--- src/rtl/cws_pkg.sv ---
package cws_pkg;
  localparam int WORD_W = 8;

  typedef enum logic [2:0] {
    SCHED_INTL = 3'b100,
    SCHED_ENC  = 3'b101,
    SCHED_DEC  = 3'b110
  } sched_e;

  function automatic logic sched_ok(logic [2:0] m);
    return (m == SCHED_INTL) || (m == SCHED_ENC) || (m == SCHED_DEC);
  endfunction

  // channel number carried by a slot under a given schedule
  function automatic int chan_of(logic [2:0] m, int slot);
    return (m == SCHED_INTL) ? (slot >> 1) : slot;
  endfunction

  // 1 = decode, 0 = encode
  function automatic logic dir_of(logic [2:0] m, int slot);
    if (m == SCHED_DEC) return 1'b1;
    if (m == SCHED_INTL) return slot[0];
    return 1'b0;
  endfunction

  // encoder codes keep only the top code_w bits
  function automatic logic [WORD_W-1:0] shape_word(logic [WORD_W-1:0] res,
                                                   logic dec, int code_w);
    logic [WORD_W-1:0] keep;
    keep = ~({WORD_W{1'b1}} >> code_w);
    return dec ? res : (res & keep);
  endfunction
endpackage

--- src/rtl/cws_bit_timer.sv ---
module cws_bit_timer #(
  parameter int SLOTS = 48,
  localparam int SL_W = $clog2(SLOTS)
) (
  input  logic            clk,
  input  logic            rst_n,
  input  logic            fsync_i,
  output logic            tick_o,
  output logic            word_begin_o,
  output logic            word_end_o,
  output logic [SL_W-1:0] slot_o
);
  logic       synced_q, ph_q;
  logic [2:0] bc_q;

  assign tick_o       = fsync_i | (synced_q & ph_q);
  assign word_begin_o = tick_o & (fsync_i | (bc_q == 3'd0));
  assign word_end_o   = tick_o & ~fsync_i & (bc_q == 3'd7);

  always_ff @(posedge clk or negedge rst_n) begin
    if (!rst_n) begin
      synced_q <= 1'b0;
      ph_q     <= 1'b0;
      bc_q     <= 3'd0;
      slot_o   <= '0;
    end else if (fsync_i) begin
      synced_q <= 1'b1;
      ph_q     <= 1'b0;
      bc_q     <= 3'd1;
      slot_o   <= '0;
    end else if (tick_o) begin
      ph_q <= 1'b0;
      bc_q <= bc_q + 3'd1;
      if (bc_q == 3'd7)
        slot_o <= (slot_o == SL_W'(SLOTS - 1)) ? '0 : slot_o + SL_W'(1);
    end else begin
      ph_q <= synced_q;
    end
  end
endmodule

--- src/rtl/cws_deser.sv ---
module cws_deser
  import cws_pkg::*;
#(
  parameter int SLOTS = 48,
  localparam int SL_W = $clog2(SLOTS)
) (
  input  logic              clk,
  input  logic              rst_n,
  input  logic [2:0]        mode_i,
  input  logic              sin_i,
  input  logic              tick_i,
  input  logic              word_end_i,
  input  logic [SL_W-1:0]   slot_i,
  input  logic [SLOTS-1:0]  transp_mask_i,
  output logic [WORD_W-1:0] word_o,
  output logic              word_vld_o,
  output logic [SL_W-1:0]   word_chan_o,
  output logic              word_dec_o,
  output logic              word_xp_o
);
  logic [WORD_W-2:0] sh_q;
  logic [SL_W-1:0]   chan_w;

  assign chan_w = SL_W'(chan_of(mode_i, int'(slot_i)));

  always_ff @(posedge clk or negedge rst_n) begin
    if (!rst_n) begin
      sh_q        <= '0;
      word_o      <= '0;
      word_vld_o  <= 1'b0;
      word_chan_o <= '0;
      word_dec_o  <= 1'b0;
      word_xp_o   <= 1'b0;
    end else begin
      if (tick_i) sh_q <= {sh_q[WORD_W-3:0], sin_i};
      word_vld_o <= word_end_i & sched_ok(mode_i);
      if (word_end_i && sched_ok(mode_i)) begin
        word_o      <= {sh_q, sin_i};
        word_chan_o <= chan_w;
        word_dec_o  <= dir_of(mode_i, int'(slot_i));
        word_xp_o   <= transp_mask_i[chan_w];
      end
    end
  end
endmodule

--- src/rtl/cws_ser.sv ---
module cws_ser
  import cws_pkg::*;
#(
  parameter int CODE_W = 4
) (
  input  logic              clk,
  input  logic              rst_n,
  input  logic              run_i,
  input  logic              tick_i,
  input  logic              word_begin_i,
  input  logic              word_vld_i,
  input  logic              word_dec_i,
  input  logic              word_xp_i,
  input  logic [WORD_W-1:0] word_i,
  input  logic [WORD_W-1:0] result_i,
  output logic [WORD_W-1:0] pend_o,
  output logic              sout_o
);
  logic [WORD_W-1:0] osh_q;

  assign sout_o = osh_q[WORD_W-1];

  always_ff @(posedge clk or negedge rst_n) begin
    if (!rst_n) begin
      pend_o <= '0;
      osh_q  <= '0;
    end else begin
      if (word_vld_i)
        pend_o <= word_xp_i ? word_i : shape_word(result_i, word_dec_i, CODE_W);
      if (!run_i)            osh_q <= '0;
      else if (word_begin_i) osh_q <= pend_o;
      else if (tick_i)       osh_q <= {osh_q[WORD_W-2:0], 1'b0};
    end
  end
endmodule

--- src/rtl/cws_top.sv ---
module cws_top
  import cws_pkg::*;
#(
  parameter int SLOTS  = 48,
  parameter int CODE_W = 4,
  localparam int CH_W  = $clog2(SLOTS)
) (
  input  logic              clk,
  input  logic              rst_n,
  input  logic [2:0]        mode_i,
  input  logic              fsync_i,
  input  logic              sin_i,
  input  logic [SLOTS-1:0]  transp_mask_i,
  input  logic [WORD_W-1:0] result_i,
  output logic              sout_o,
  output logic [WORD_W-1:0] word_o,
  output logic              word_vld_o,
  output logic [CH_W-1:0]   word_chan_o,
  output logic              word_dec_o
);
  logic            tick_w, begin_w, end_w, run_w, word_xp_w;
  logic [CH_W-1:0] slot_w;
  logic [WORD_W-1:0] pend_w;

  assign run_w = sched_ok(mode_i);

  cws_bit_timer #(.SLOTS(SLOTS)) timer_i (
    .clk(clk), .rst_n(rst_n), .fsync_i(fsync_i), .tick_o(tick_w),
    .word_begin_o(begin_w), .word_end_o(end_w), .slot_o(slot_w));

  cws_deser #(.SLOTS(SLOTS)) deser_i (
    .clk(clk), .rst_n(rst_n), .mode_i(mode_i), .sin_i(sin_i),
    .tick_i(tick_w), .word_end_i(end_w), .slot_i(slot_w),
    .transp_mask_i(transp_mask_i), .word_o(word_o), .word_vld_o(word_vld_o),
    .word_chan_o(word_chan_o), .word_dec_o(word_dec_o), .word_xp_o(word_xp_w));

  cws_ser #(.CODE_W(CODE_W)) ser_i (
    .clk(clk), .rst_n(rst_n), .run_i(run_w), .tick_i(tick_w),
    .word_begin_i(begin_w), .word_vld_i(word_vld_o), .word_dec_i(word_dec_o),
    .word_xp_i(word_xp_w), .word_i(word_o), .result_i(result_i),
    .pend_o(pend_w), .sout_o(sout_o));
endmodule

--- config.mk ---
export PLATFORM = sky130hd
export DESIGN_NAME = cws_top
export DESIGN_NICKNAME = d
export VERILOG_FILES = /design/src/rtl/cws_pkg.sv /design/src/rtl/cws_bit_timer.sv /design/src/rtl/cws_deser.sv /design/src/rtl/cws_ser.sv /design/src/rtl/cws_top.sv
export SDC_FILE = /design/constraint.sdc
export NUM_CORES = 1
export LEC_CHECK = 0
export ABC_AREA = 1
export BUFFER_PORTS_ARGS = -buffer_cell sky130_fd_sc_hd__buf_2
export CELL_PAD_IN_SITES_DETAIL_PLACEMENT = 0
export CELL_PAD_IN_SITES_GLOBAL_PLACEMENT = 2
export CORE_ASPECT_RATIO = 1.2
export CORE_MARGIN = 2
export CORE_UTILIZATION = 31
export CTS_CLUSTER_SIZE = 28
export DETAILED_ROUTE_END_ITERATION = 8
export PLACE_DENSITY = 0.91
export RECOVER_POWER = 50
export SLEW_MARGIN = 20
export SYNTH_ARGS = -nofsm -noshare
export SYNTH_HDL_FRONTEND = slang
export SYNTH_SLANG_ARGS = --single-unit
--- constraint.sdc ---
create_clock -name clk -period 4 [get_ports clk]
set_input_delay 0.8 -clock clk [delete_from_list [all_inputs] [get_ports clk]]
set_output_delay 0.8 -clock clk [all_outputs]
set_load 0.005 [all_outputs]
* Word-level counts from Yosys, hierarchy flattened *
Cells that the tools add are included.

operators by class
  $add $sub $neg = 2
  order comparisons = 1
  equal/unequal tests = 6
  mux-type cells = 25
  bitwise operators = 8
  reduce and logical (&&, ||, !) cells = 7

operators by type and width
  kind                   number
  $mux W8                4
  $mux W6                5
  $eq A3 B3 Y1 const B   4
  $mux W1                12
  $lt A6 B7 Y1 const B   1
  $add A6 B1 Y6 const B  1
  $bmux W1 S6            1
  $eq A6 B6 Y1 const B   1
  $mux W3                2
  $and A1 B1 Y1          5
  $mux W4                1
  $reduce_bool A2 Y1     2
  $add A3 B1 Y3 const B  1
  $logic_not A3 Y1       1
  $ne A3 B3 Y1 const B   1
  $logic_or A1 B1 Y1     2
  $or A1 B1 Y1           2
  $reduce_and A2 Y1      1
  $logic_and A1 B1 Y1    1
  $not A1 Y1             1

word-level totals
  flip-flop bits (word level) = 51
  input bits = 63
  output and inout port bits = 17
  logic and storage cells = 61

* Longest topological paths before layout *
  depth after elaboration = 10
  mapped depth = 13
  depth with buffers taken out = 12

* Cells and area by module *
A second synthesis with hierarchy kept.

second synthesis, totals
  cell total of the unflattened synthesis = 432
  area, all modules = 3,069.2 um^2

by module, submodules not included
  module         instances  cells an instance  area an instance (um^2)  seq. area each (um^2)
  cws_deser      1          250                1,625.3                  600.6
  cws_ser        1          103                820.8                    400.4
  cws_bit_timer  1          77                 610.6                    275.3
  cws_top        1          2                  12.5                     0.0

* Least setup slack after synthesis *
Ideal clock, no wire load.

  path kind = input to register
  start = input mode_i[1]
  end = register deser_i.word_xp_o
  library setup time = 0.120 ns
  arrival = 1.855 ns
  required time = 3.880 ns
  slack = 2.025 ns
  cell stages on the path = 11
  path buffers = 1
  path through = nor2_4 > nand3_1 > nand2_2 > buf_6 > nand2_1 > nand3_1 > nand3_1 > nand3_1 > nand3_1 > nand3_1 > a21oi_2

between the ends
  longest elaborated chain between the ends = 4
  elaborated cells between the ends (all ways) = 9
  classes of those cells = eq/ne (3); mux (3); reduce/logical (3)

ends and longest elaborated chain
  element                                                               line                              RTL
  start, declared                                                       cws_top.sv:10                     input logic [2:0] mode_i,
  $eq A3 B3 Y1, on equally long branches                                cws_pkg.sv:11, cws_pkg.sv:16
  $mux W6 or $logic_or A1 B1 Y1 (tied branches)                         cws_pkg.sv:16, cws_pkg.sv:11
  $bmux W1 S6 or $logic_or A1 B1 Y1 (tied branches)                     cws_deser.sv:41, cws_pkg.sv:11
  $mux W1 (not written as such) or $logic_and A1 B1 Y1 (tied branches)  cws_deser.sv:41, cws_deser.sv:37
  end signal, assigned                                                  cws_deser.sv:41                   word_xp_o <= transp_mask_i[chan_w];
  end, declared                                                         cws_deser.sv:19                   output logic word_xp_o

Parallel ways exist; a longest one is shown, timed or not. The select of a mux whose other input is x is not followed.
A chain may end at the register's enable or synchronous reset.

* Worst setup path after layout *
Ends and elaborated chain as after synthesis.

==> summary.txt <==
Run status
  • Status: finished clean

Clocking
  • CTS tree: done
  • CTS Buf Count: 5
  • Count of clock tree sinks: 51
  • Clk_lat worst skew: 0.30 ns
  • Post-CTS sizing: 0
  • Clock transition at path regs: 0.09 ns
  • Clk root buf: clkbuf_8
  • Setup bufs post-CTS: 0
  • H-Tree Depth: 2
  • Largest buffer count on any clock path: 2
  • Hold buffer count at cts: 0

Worst hold path
  • Hold Path Class: reg -> reg

Floorplan
  • # IOs: 80
  • Core area: 0.00913 mm2
  • Die H: 110 um
  • Die ar.: 0.0102 mm2
  • Starting Density: 0.320
  • # rows: 38
  • DIE WIDTH: 92.7 um

Critical path
  • Family with the most delay on the worst path: simple AND/OR/NAND/NOR gates
  • Crit path buf inv count: 2
  • Element type at the critical path start: primary input
  • Crit path DAT: 2.53 ns
  • Crit path kind: in -> reg
  • Critical Path RT: 4.23 ns
  • CP max stage delay: 0.54 ns
  • Critical Path Most Common Cell: nand3_1
  • Critical path's slowest cell: nand2_1
  • Crit path max fanout: 20
  • Crit-path cells: buf_2 > nor2_4 > nand3_1 > nand2_1 > nand2_1 > nand3_1 > nand3_1 > nand3_1 > nand3_1 > nand2_1 > inv_2 > a21oi_2
  • CP Capture Type: flip-flop

GRT
  • Gr ovfl total: 0
  • Largest net degree at the start of global routing: 52
  • First-pass GRT wire length: 12.5 mm
  • Total track usage: 0.147
  • Number of global-route vias before repair: 2650
  • Antenna violations before repair: 0

Cells and area
  • Final Core Density: 0.384
  • Layout Area Growth over Synthesis: 19.8%
  • Final nets: 533
  • Fin area: 0.00350 mm2
  • Commonest non-fill, non-tap cell in the layout: nand2_1
  • Most frequent cells in the layout: nand2_1, buf_2, nand3_1
  • Antenna cells: 0
  • Share of cells above drive strength 1: 0.225
  • Layout Cells excl Fill: 587

Power and ir drop
  • Pleak: 1.84 nW
  • Worst vdd ir: 0.144 mV
  • Switching Share: 0.262
  • Part of the power in registers: 0.519
  • Clock power share: 0.327
  • Switch Pwr: 0.293 mW
  • Power Internal: 0.829 mW
  • PwrDens: 320 mW/mm2
  • Combinational share of power: 0.154

Timing
  • Max-slew violation count: 0
  • Unrepaired setup endpoints after global routing: no
  • Sum Neg Setup Slack: 0 ns
  • Final Hold Viols: 0
  • Tcrit/Tclk final: 0.576
  • Post-route clock skew: 0.00759 ns
  • F_max: 434 MHz
  • Relative slew slack: 0.574
  • Hold Slack: 0.479 ns
  • Crit path time final: 2.30 ns
  • Worst slew pin tran: 0.639 ns
  • Final setup viols: 0

Logic synthesis
  • YS warnings: 0
  • Mean Syn Cell Area: 7.50 um2
  • Post-synth EDFFs: 0
  • Synth Instances: 390
  • Sequential-to-total area share from yosys stat: 0.436
  • Flop and latch count out of synthesis: 51
  • Mapped cell area: 0.00293 mm2
  • Synth Flop Type: dfrtp_1
  • Yosys cell types: 30
  • Net Count, Synth: 457
  • Asr flop ratio synth: 1.00

Drt
  • ANT nets after route: 0
  • Detailed Route Iter0 Violations: 91
  • Via count: 2747
  • DR WL/cell: 12.6 um
  • Vias per inst: 4.68
  • # DRC: 0
  • DR pass1 iterations: 4
  • Final WL: 7.39 mm

Placed design
  • Placed inst area: 0.00339 mm2
  • Dpl hpwl: 5.52 mm
  • Placed Instances: 579
  • Buffers on Ports: 79
  • GP Congestion: 0.794

Run
  • Total of max-cap violations: 0
[cells by family after synthesis]
group / Yosys count / synth area share
flops: 51 / 0.436
fa+ha+maj: 4 / 0.0171
buf+inv: 77 / 0.117
xor+xnor: 3 / 0.00898
simple gates: 191 / 0.287
compound gates: 64 / 0.133
[power groups by stage]
stage	Combinational, mW	Clock, mW	Sequential, mW
after CTS	0.176	0.379	0.582
after floorplan	0.105	0	0.585
final	0.173	0.367	0.582
after global routing	0.203	0.394	0.588
after detailed placement	0.175	0	0.592
after global placement	0.174	0	0.591
[through the flow]
| stage | setup WS (ns) | power [mW] |
|---|---|---|
| detailed placement | 1.41 | 0.767 |
| finish | 1.70 | 1.12 |
| global placement | 1.44 | 0.765 |
| CTS | 1.72 | 1.14 |
| floorplan | 2.03 | 0.689 |
| global route | 1.41 | 1.18 |
[tightest hold or removal path: stages, from the launching register on]
cell,delay [ns]
dfrtp_1,0.35
inv_1,0.05
nand2_1,0.05
[area by class of cell]
class	instances	area [um2]
Fill cell	1025	5630
Multi-Input combinational cell	262	1310
Sequential cell	51	1280
Timing Repair Buffer	81	409
Inverter	65	244
Tap cell	120	150
Clock buffer	6	82.6
Clock inverter	2	35.0
[registers in the layout, summed over array words and instances, names as in the netlist]
| register | cells |
|---|---|
| deser_i.sh_q | 7 |
| deser_i.word_chan_o | 6 |
| timer_i.slot_o | 6 |
| deser_i.word_vld_o | 1 |
| ser_i.osh_q | 8 |
| deser_i.word_o | 8 |
| ser_i.pend_o | 8 |
| deser_i.word_xp_o | 1 |
| timer_i.bc_q | 3 |
| timer_i.ph_q | 1 |
| timer_i.synced_q | 1 |
| deser_i.word_dec_o | 1 |
[synthesized netlist by cell type (all sizes together), types with 4 or more instances]
master / count / share of area
inv: 65 / 0.083
nand2: 93 / 0.13
nor2: 28 / 0.042
clkbuf: 4 / 0.0051
ha: 4 / 0.017
a22oi: 4 / 0.010
dfrtp: 51 / 0.44
buf: 8 / 0.029
o21ai: 44 / 0.082
o31ai: 8 / 0.021
nand3: 69 / 0.12
[per-layer routing]
| metal | global-route usage | vias to the layer above | share of wire | wire, um |
|---|---|---|---|---|
| met5 | 0 | - | 0 | 0 |
| met4 | 0.0363 | 0 | 0.0089 | 66 |
| met3 | 0.0252 | 6 | 0.060 | 441 |
| met2 | 0.240 | 99 | 0.46 | 3380 |
| met1 | 0.201 | 1236 | 0.47 | 3490 |
| li1 | - | 1406 | - | - |
[worst paths after layout]
check	to	slack [ns]	cells after the start	start
max reg2reg	deser_i.word_xp_o	1.93	11	timer_i.slot_o[1]
min reg2reg	timer_i.synced_q	0.48	2	timer_i.synced_q
max	deser_i.word_xp_o	1.70	12	mode_i[1]
min in group asynchronous	ser_i.pend_o[1]	0.60	2	rst_n
max in group asynchronous	deser_i.sh_q[4]	2.97	2	rst_n
min	timer_i.synced_q	0.48	2	timer_i.synced_q
(Power assumes the default switching activity.)
